File: config.mk
export PLATFORM = sky130hd
export DESIGN_NAME = fu_sched
export DESIGN_NICKNAME = d
export VERILOG_FILES = /design/src/rtl/fu_sched_pkg.sv /design/src/rtl/fu_sched_slot.sv /design/src/rtl/fu_sched_wbarb.sv /design/src/rtl/fu_sched_sb.sv /design/src/rtl/fu_sched.sv
export SDC_FILE = /design/constraint.sdc
export NUM_CORES = 1
export LEC_CHECK = 0
export CAP_MARGIN = 25
export CORE_MARGIN = 2
export CORE_UTILIZATION = 62
export CTS_CLUSTER_SIZE = 24
export DETAILED_ROUTE_END_ITERATION = 10
export PLACE_DENSITY = 0.91
export RECOVER_POWER = 25
export SYNTH_ARGS = -nofsm -noshare
export SYNTH_HDL_FRONTEND = slang
export SYNTH_SLANG_ARGS = --single-unit
export TNS_END_PERCENT = 50
File: constraint.sdc
create_clock -name clk -period 19.7 [get_ports clk]
set_clock_uncertainty 0.1 [all_clocks]
set_input_delay 4.925 -clock clk [delete_from_list [all_inputs] [get_ports clk]]
set_output_delay 4.925 -clock clk [all_outputs]
set_load 0.01 [all_outputs]
File: src/rtl/fu_sched_pkg.sv
package fu_sched_pkg;
  typedef enum logic [2:0] {
    CLS_INT  = 3'd0,
    CLS_MEM  = 3'd1,
    CLS_FADD = 3'd2,
    CLS_MUL  = 3'd3,
    CLS_DIV  = 3'd4
  } fu_cls_e;

  localparam int LAT_W    = 4;
  localparam int LAT_INT  = 1;
  localparam int LAT_MEM  = 1;
  localparam int LAT_FADD = 2;
  localparam int LAT_MUL  = 6;
  localparam int LAT_DIV  = 15;

  // countdown value loaded at issue: latency minus the issue edge itself
  function automatic logic [LAT_W-1:0] cls_wait(input logic [2:0] c);
    case (c)
      CLS_INT:  cls_wait = LAT_W'(LAT_INT - 1);
      CLS_MEM:  cls_wait = LAT_W'(LAT_MEM - 1);
      CLS_FADD: cls_wait = LAT_W'(LAT_FADD - 1);
      CLS_MUL:  cls_wait = LAT_W'(LAT_MUL - 1);
      CLS_DIV:  cls_wait = LAT_W'(LAT_DIV - 1);
      default:  cls_wait = '0;
    endcase
  endfunction

  function automatic logic seq_older(input logic [7:0] a, input logic [7:0] b, input int w);
    logic [7:0] d;
    d = a - b;
    seq_older = d[w-1];
  endfunction
endpackage

File: src/rtl/fu_sched_slot.sv
module fu_sched_slot #(
  parameter int SEQ_W = 6,
  parameter int REG_W = 5,
  parameter int LAT_W = 4
) (
  input  logic             clk,
  input  logic             rst_n,
  input  logic             alloc,
  input  logic [REG_W-1:0] a_dst,
  input  logic [SEQ_W-1:0] a_seq,
  input  logic [LAT_W-1:0] a_wait,
  input  logic             a_div,
  input  logic             release_i,
  output logic             vld,
  output logic             done,
  output logic [REG_W-1:0] dst,
  output logic [SEQ_W-1:0] seq,
  output logic             is_div
);
  logic             vld_q, vld_d, div_q, div_d;
  logic [LAT_W-1:0] rem_q, rem_d;
  logic [REG_W-1:0] dst_q, dst_d;
  logic [SEQ_W-1:0] seq_q, seq_d;

  always_comb begin
    vld_d = vld_q;
    rem_d = rem_q;
    dst_d = dst_q;
    seq_d = seq_q;
    div_d = div_q;
    if (alloc) begin
      vld_d = 1'b1;
      rem_d = a_wait;
      dst_d = a_dst;
      seq_d = a_seq;
      div_d = a_div;
    end else if (release_i) begin
      vld_d = 1'b0;
      div_d = 1'b0;
    end else if (vld_q && rem_q != '0) begin
      rem_d = rem_q - 1'b1;
    end
  end

  always_ff @(posedge clk or negedge rst_n) begin
    if (!rst_n) begin
      vld_q <= 1'b0;
      rem_q <= '0;
      dst_q <= '0;
      seq_q <= '0;
      div_q <= 1'b0;
    end else begin
      vld_q <= vld_d;
      rem_q <= rem_d;
      div_q <= div_d;
      if (alloc) begin
        dst_q <= dst_d;
        seq_q <= seq_d;
      end
    end
  end

  assign vld    = vld_q;
  assign done   = vld_q && (rem_q == '0);
  assign dst    = dst_q;
  assign seq    = seq_q;
  assign is_div = div_q;
endmodule

File: src/rtl/fu_sched_wbarb.sv
module fu_sched_wbarb #(
  parameter int NSLOT = 6,
  parameter int SEQ_W = 6
) (
  input  logic [NSLOT-1:0] done,
  input  logic [SEQ_W-1:0] seq [NSLOT],
  output logic [NSLOT-1:0] gnt
);
  localparam int IDX_W = $clog2(NSLOT);

  logic             found;
  logic [IDX_W-1:0] best;
  logic [SEQ_W-1:0] best_seq;
  logic [SEQ_W-1:0] diff;

  always_comb begin
    found    = 1'b0;
    best     = '0;
    best_seq = '0;
    diff     = '0;
    gnt      = '0;
    for (int i = 0; i < NSLOT; i++) begin
      diff = seq[i] - best_seq;
      if (done[i] && (!found || diff[SEQ_W-1])) begin
        found    = 1'b1;
        best     = IDX_W'(i);
        best_seq = seq[i];
      end
    end
    if (found) gnt[best] = 1'b1;
  end
endmodule

File: src/rtl/fu_sched_sb.sv
module fu_sched_sb #(
  parameter int NREG  = 32,
  parameter int REG_W = 5
) (
  input  logic             clk,
  input  logic             rst_n,
  input  logic             set_en,
  input  logic [REG_W-1:0] set_idx,
  input  logic             clr_en,
  input  logic [REG_W-1:0] clr_idx,
  output logic [NREG-1:0]  busy
);
  logic [NREG-1:0] busy_q, busy_d;

  always_comb begin
    busy_d = busy_q;
    if (clr_en) busy_d[clr_idx] = 1'b0;
    if (set_en) busy_d[set_idx] = 1'b1;
  end

  always_ff @(posedge clk or negedge rst_n) begin
    if (!rst_n) busy_q <= '0;
    else if (set_en || clr_en) busy_q <= busy_d;
  end

  assign busy = busy_q;
endmodule

File: src/rtl/fu_sched.sv
module fu_sched #(
  parameter int NSLOT = 6,
  parameter int REG_W = 5,
  parameter int SEQ_W = 6
) (
  input  logic                       clk,
  input  logic                       rst_n,
  input  logic                       iss_valid,
  input  logic [2:0]                 iss_cls,
  input  logic [REG_W-1:0]           iss_dst,
  input  logic [REG_W-1:0]           iss_src_a,
  input  logic [REG_W-1:0]           iss_src_b,
  output logic                       iss_ready,
  output logic                       wb_valid,
  output logic [REG_W-1:0]           wb_dst,
  output logic [SEQ_W-1:0]           wb_seq,
  output logic [$clog2(NSLOT+1)-1:0] inflight
);
  import fu_sched_pkg::*;

  localparam int NREG  = 1 << REG_W;
  localparam int CNT_W = $clog2(NSLOT + 1);

  logic [NSLOT-1:0] slot_vld, slot_done, slot_div, slot_alloc, gnt;
  logic [REG_W-1:0] slot_dst [NSLOT];
  logic [SEQ_W-1:0] slot_seq [NSLOT];
  logic [NREG-1:0]  busy;
  logic [SEQ_W-1:0] seq_q, seq_d;
  logic [CNT_W-1:0] cnt;
  logic             accept, is_div, div_busy, full, hazard;

  assign is_div   = (iss_cls == CLS_DIV);
  assign div_busy = |(slot_vld & slot_div);
  assign full     = (cnt == CNT_W'(NSLOT));
  assign hazard   = busy[iss_src_a] | busy[iss_src_b] | busy[iss_dst];
  assign iss_ready = !full && !hazard && !(is_div && div_busy);
  assign accept    = iss_valid && iss_ready;

  // lowest free slot takes the new instruction
  always_comb begin
    slot_alloc = '0;
    cnt        = '0;
    for (int i = 0; i < NSLOT; i++) begin
      if (slot_vld[i]) cnt = cnt + 1'b1;
    end
    for (int i = NSLOT - 1; i >= 0; i--) begin
      if (!slot_vld[i]) begin
        slot_alloc    = '0;
        slot_alloc[i] = accept;
      end
    end
  end

  always_comb begin
    seq_d = seq_q;
    if (accept) seq_d = seq_q + 1'b1;
  end

  always_ff @(posedge clk or negedge rst_n) begin
    if (!rst_n) seq_q <= '0;
    else if (accept) seq_q <= seq_d;
  end

  for (genvar g = 0; g < NSLOT; g++) begin : g_slot
    fu_sched_slot #(.SEQ_W(SEQ_W), .REG_W(REG_W), .LAT_W(LAT_W)) u_slot (
      .clk       (clk),
      .rst_n     (rst_n),
      .alloc     (slot_alloc[g]),
      .a_dst     (iss_dst),
      .a_seq     (seq_q),
      .a_wait    (cls_wait(iss_cls)),
      .a_div     (is_div),
      .release_i (gnt[g]),
      .vld       (slot_vld[g]),
      .done      (slot_done[g]),
      .dst       (slot_dst[g]),
      .seq       (slot_seq[g]),
      .is_div    (slot_div[g])
    );
  end

  fu_sched_wbarb #(.NSLOT(NSLOT), .SEQ_W(SEQ_W)) u_arb (
    .done (slot_done),
    .seq  (slot_seq),
    .gnt  (gnt)
  );

  always_comb begin
    wb_dst = '0;
    wb_seq = '0;
    for (int i = 0; i < NSLOT; i++) begin
      if (gnt[i]) begin
        wb_dst = slot_dst[i];
        wb_seq = slot_seq[i];
      end
    end
  end

  assign wb_valid = |gnt;

  fu_sched_sb #(.NREG(NREG), .REG_W(REG_W)) u_sb (
    .clk     (clk),
    .rst_n   (rst_n),
    .set_en  (accept),
    .set_idx (iss_dst),
    .clr_en  (wb_valid),
    .clr_idx (wb_dst),
    .busy    (busy)
  );

  assign inflight = cnt;
endmodule

==> out/qor.yml, run 1 <==
violations: "capacitance limit, slew limit"
detail_route.wirelength_mm: 26.54
yosysWarnings: 0
cpMaxStageDelayCell: "a21oi_1"
grt_pass1_wl_mm: 42.88
fp.dieH_um: 127.7
final_cell_area_um2: 10540
numCtsBuffers: 17
status: "complete, but fails checks"
io_pins: 37
clock_latency_ns: 0.44
wl_per_cell_um: 22.47
fmax_mhz: 53.54
finalCritPeriodShare: 0.9482
route.detailed.drc: 0
place_hpwl_mm: 18.25
area_growth_syn_to_layout_pct: 11.05
period_needed_ns: 18.68
mostFrequentLayoutCell: "dfrtp_1"
grtUsageTotal: 0.3372
place_congestion: 0.9697
worst_pin_slew_ns: 3.819
vias: 8337
netlist_instances: 972
die_w_um: 127.7
ctsRootBufferMaster: "clkbuf_16"
grt_pass1_vias: 8204
antennaDiodeCount: 0
maxSlewViolCount: 143
drive_above_1_share: 0.1682
hp-class: "flip-flop to flip-flop"
synthXorXnorAreaFrac: 0.02584
start_kind: "flip-flop"
crit_path_frequent_cell: "ha_1"
total_power_uw: 786.2
setup_viol: 0
cp_data_arrival_time_ns: 13.65
ys_types: 78
slew_headroom: -1.546
cts_tree: "built"
maxCapViolCount: 2
nets: 1034
dr.pass1.iters: 6
ys_seq_elements: 140
synth_top_family_by_area: "compound AO/OA/AOI/OAI gates"
synth_edf_count: 0
rows: 45
cellPowerDensity_nw_per_um2: 74.59
grt_max_degree: 75
synth-compound-area-share: 0.1959
crit_required_ns: 14.68
syn_nets: 1026
mostFrequentLayoutCells: "dfrtp_1, nand2_1, mux2_2"
final.setup.tns_ns: 0
max-clock-path-buffers: 2
die_area_um2: 16320
timing_hold_violations_final: 0
synth-seq-area-share: 0.3691
synth_flop_cell: "dfrtp_1"
coreArea_um2: 15090
synthMuxAreaShare: 0.1610
viasPerCell: 7.059
port_buffers: 36
clkSlewWorstSetupHoldPaths_ns: 0.06
syn_area_per_cell_um2: 9.765
leakagePower_uw: 0.004647
ir_worst_vdd_mv: 0.05718
antenna_found_initial: 0
synthAdderAreaFrac: 0.04456
cp-end-kind: "output pin"
post-route-util: 0.6985
synth_simple_gate_area_frac: 0.1523
ant_nets: 0
placed_area_um2: 9937
fillers: 1060
critPathMaxFanout: 27
max_stage_delay_ns: 0.66
crit_type: "flip-flop to output pin"
htree_levels: 4
ys_async_sr_fraction: 1.000
gr-total-overflow: 0
synth_area_um2: 9492
hold_ws_ns: 0.4148
drt_iter0_drc: 1081
rsz0062_at_grt: "no"
clkSinkCount: 140
initial_core_util: 0.6290
-- sequential cells by signal, summed over array words and instances (netlist names) --
register	count
g_slot.u_slot.rem_q	24
g_slot.u_slot.dst	30
u_sb.busy	32
g_slot.u_slot.seq	36
seq_q	6
g_slot.u_slot.is_div	6
g_slot.u_slot.vld	6
-- metrics by stage --
stage               setup slack (ns)  std cells
finish                         1.021       1181
global route                 0.07516       1181
CTS                           0.5637       1180
detailed placement             1.121       1148
global placement               1.742       1146
floorplan                      3.433        972
-- worst paths after layout --
| check | cells past startpoint | start | slack [ns] | endpoint |
|---|---|---|---|---|
| worst max-delay path | 54 | g_slot[0].u_slot.rem_q[0] | 1.02 | wb_seq[0] |
| worst min-delay path | 1 | g_slot[3].u_slot.dst[1] | 0.41 | g_slot[3].u_slot.dst[1] |
| worst max register to register | 52 | g_slot[0].u_slot.rem_q[0] | 6.86 | u_sb.busy[13] |
| worst min register to register | 1 | g_slot[3].u_slot.dst[1] | 0.41 | g_slot[3].u_slot.dst[1] |
| max in group asynchronous | 2 | rst_n | 9.06 | u_sb.busy[19] |
| min in group asynchronous | 1 | rst_n | 5.54 | seq_q[1] |
-- cell families (layout without fill, tap and decap cells) --
| group | after synthesis | after routing |
|---|---|---|
| adder cells (fa/ha/maj) | 34 | 34 |
| AO/OA/AOI/OAI | 257 | 257 |
| flip-flops | 140 | 140 |
| XOR/XNOR | 28 | 28 |
| AND/OR/NAND/NOR | 284 | 284 |
| multiplexers | 108 | 108 |
| buffers and inverters | 121 | 142 |
-- power by group --
group	switching, µW	leakage [µW]	internal [µW]
Clock	133	0.000276	179
Combinational	80.3	0.00264	58.4
Sequential	27.0	0.00173	308
-- critical path: cells and delay by family, from the launching register on --
family	cells	cell delay, ns
AO/OA/AOI/OAI	22	5.26
adder cells (fa/ha/maj)	6	1.51
XOR/XNOR	1	0.22
buffers and inverters	7	1.35
flip-flops	1	0.41
AND/OR/NAND/NOR	14	2.96
multiplexers	4	1.50
-- cell type report --
cell class	count	area (µm²)	area share
multi-input combinational	711	5523	0.5240
sequential	140	3503	0.3324
timing repair buffer	48	471.7	0.04475
clock buffer	18	439.2	0.04167
tap	188	235.2	0.02232
inverter	62	232.7	0.02208
clock inverter	14	135.1	0.01282
-- routing by layer --
metal,up-vias,global-route usage,routed length [µm]
met1,4047,0.4559,10530
met5,-,0,0
met4,0,0.1558,992
met2,522,0.5237,12340
met3,109,0.07554,2680
li1,3659,-,-
-- cells in the mapped netlist, types with 16 or more instances --
cell | instances | area share
a21oi_1 | 28 | 0.015
a22o_1 | 17 | 0.016
a22oi_1 | 18 | 0.014
clkbuf_1 | 45 | 0.018
dfrtp_1 | 140 | 0.37
ha_1 | 33 | 0.044
inv_1 | 62 | 0.025
mux2_2 | 69 | 0.082
mux4_2 | 28 | 0.066
nand2_1 | 79 | 0.031
nand2b_1 | 16 | 0.011
nand3_1 | 33 | 0.017
nor2_1 | 54 | 0.021
nor2b_1 | 16 | 0.011
o21ai_0 | 60 | 0.032
xnor2_1 | 17 | 0.016
-- repair_timing --
| action | in CTS | in global routing |
|---|---|---|
| buffers inserted | 0 | 0 |
| hold buffers | 0 | 0 |
| endpoints found under the setup margin | 0 | 7 |
| resized for setup | 0 | 3 |
No activity file was read; power rests on OpenSTA's default activity.
==> run 2: changes to the inputs <==
Settings changed: CORE_MARGIN 2 to not set, REMOVE_ABC_BUFFERS set to 1.
Clock period 19.7 ns to 22.8 ns, I/O delays scaled along.
==> run 2 against run 1 <==
Net effect:
- the flow still finishes with violations (capacitance limit, slew limit)
- die area fell by 3.1%
- sequential share of layout area barely moved
- count of clock-buffer cells in the layout rose by 4
- critical path depth fell by 1
- total power fell by 11%
- combinational power fell by 14%
- critical path type unchanged
==> out/qor.yml, run 2 (synthesis results as in run 1) <==
fp.dieH_um: 125.7
final.setup.tns_ns: 0
nets: 1035
mostFrequentLayoutCell: "dfrtp_1"
grt_pass1_wl_mm: 43.28
ctsRootBufferMaster: "clkbuf_16"
violations: "capacitance limit, slew limit"
gr-total-overflow: 0
die_w_um: 125.7
max-clock-path-buffers: 2
maxSlewViolCount: 135
setup_viol: 0
ir_worst_vdd_mv: 0.05981
cp_data_arrival_time_ns: 14.30
crit_required_ns: 17.00
power.clock.fraction: 0.416
post-route-util: 0.7150
maxCapViolCount: 2
final_cell_area_um2: 10550
start_kind: "flip-flop"
port_buffers: 36
place_congestion: 0.9649
antenna_found_initial: 0
hold_path_startpoint: "g_slot[3].u_slot.dst[2]"
io_pins: 37
viasPerCell: 7.188
hp-class: "flip-flop to flip-flop"
ant_nets: 0
internal-power_uw: 499.7
vias: 8460
slew_headroom: -1.619
critPathMaxFanout: 27
post_cts_buffers: 0
max_stage_delay_ns: 0.80
clock_latency_ns: 0.43
rsz0062_at_grt: "no"
cp-end-kind: "output pin"
detail_route.wirelength_mm: 27.14
seq_power_share: 0.413
crit_path_frequent_cell: "ha_1"
placed_area_um2: 9936
r2r_start: "g_slot[0].u_slot.rem_q[0]"
mostFrequentLayoutCells: "dfrtp_1, nand2_1, mux2_2"
startpoint: "g_slot[0].u_slot.rem_q[0]"
dr.pass1.iters: 7
clkSinkCount: 140
antennaDiodeCount: 0
post_cts_resized: 0
cts_hold_buf: 0
wl_per_cell_um: 23.06
crit_type: "flip-flop to output pin"
combPwrFrac: 0.171
period_needed_ns: 20.10
grtUsageTotal: 0.3507
cts_tree: "built"
drt_iter0_drc: 1442
fmax_mhz: 49.76
cpMaxStageDelayCell: "nand2_1"
cellPowerDensity_nw_per_um2: 66.37
grt_pass1_vias: 8118
finalCritPeriodShare: 0.8814
p_sw_frac: 0.2863
fillers: 1019
clkSlewWorstSetupHoldPaths_ns: 0.06
timing_hold_violations_final: 0
htree_levels: 4
numCtsBuffers: 17
route.detailed.drc: 0
die_area_um2: 15810
rows: 44
largest_register_ffs: 36
coreArea_um2: 14750
leakagePower_uw: 0.004662
status: "complete, but fails checks"
p_sw_uw: 200.4
initial_core_util: 0.6433
drive_above_1_share: 0.1641
grt_max_degree: 80
area_growth_syn_to_layout_pct: 11.14
place_hpwl_mm: 18.42
worst_pin_slew_ns: 3.929
run 2: cell type report:
type,instances,area (µm²),share of cell area
multi-input cells,711,5510,0.5224
well taps,184,230.2,0.02182
clock buffers,22,484.2,0.04590
clock inverters,9,136.4,0.01293
inverters,62,232.7,0.02206
flip-flops and latches,140,3503,0.3321
repair buffers,49,451.7,0.04282
run 2: power by group through the flow:
stage | sequential (µW) | clock, µW | combinational, µW
2_1_floorplan | 285 | 0 | 76.2
3_3_place_gp | 291 | 0 | 108
3_5_place_dp | 292 | 0 | 115
4_1_cts | 288 | 291 | 118
5_1_grt | 292 | 303 | 133
6_report | 289 | 291 | 120
run 2: worst max-delay path: cells and delay by family, from the launching register on:
kind | cells | cell delay [ns]
buffers and inverters | 6 | 1.09
AND/OR/NAND/NOR | 16 | 4.00
adder cells (fa/ha/maj) | 6 | 1.50
XOR/XNOR | 1 | 0.23
AO/OA/AOI/OAI | 20 | 4.69
multiplexers | 4 | 1.87
flip-flops | 1 | 0.41
run 2: per-stage QoR:
step           hold WS (ns)  instances  setup WS, ns  power [µW]
6_report             0.4170       1177         2.705       700.1
3_5_place_dp         0.3988       1145         3.637       406.7
3_3_place_gp         0.3907       1144         4.187       399.4
4_1_cts              0.4160       1176         3.043       697.4
5_1_grt              0.4250       1177         1.673       727.6
2_1_floorplan        0.3733        913         5.404       360.9
run 2: routing by layer:
| layer | global-route usage | share of wire | vias up |
|---|---|---|---|
| met5 | 0 | 0 | - |
| met4 | 0.1602 | 0.040 | 0 |
| met3 | 0.07009 | 0.11 | 127 |
| met2 | 0.5376 | 0.45 | 621 |
| met1 | 0.4845 | 0.40 | 4054 |
| li1 | - | - | 3658 |
run 2: final timing paths:
check	endpoint	slack, ns	depth (start not counted)
max	wb_seq[5]	2.70	53
min	g_slot[3].u_slot.dst[2]	0.42	1
max reg2reg	g_slot[1].u_slot.rem_q[2]	9.31	52
min reg2reg	g_slot[3].u_slot.dst[2]	0.42	1
max in group asynchronous	g_slot[3].u_slot.dst[4]	10.97	3
min in group asynchronous	seq_q[0]	6.28	1
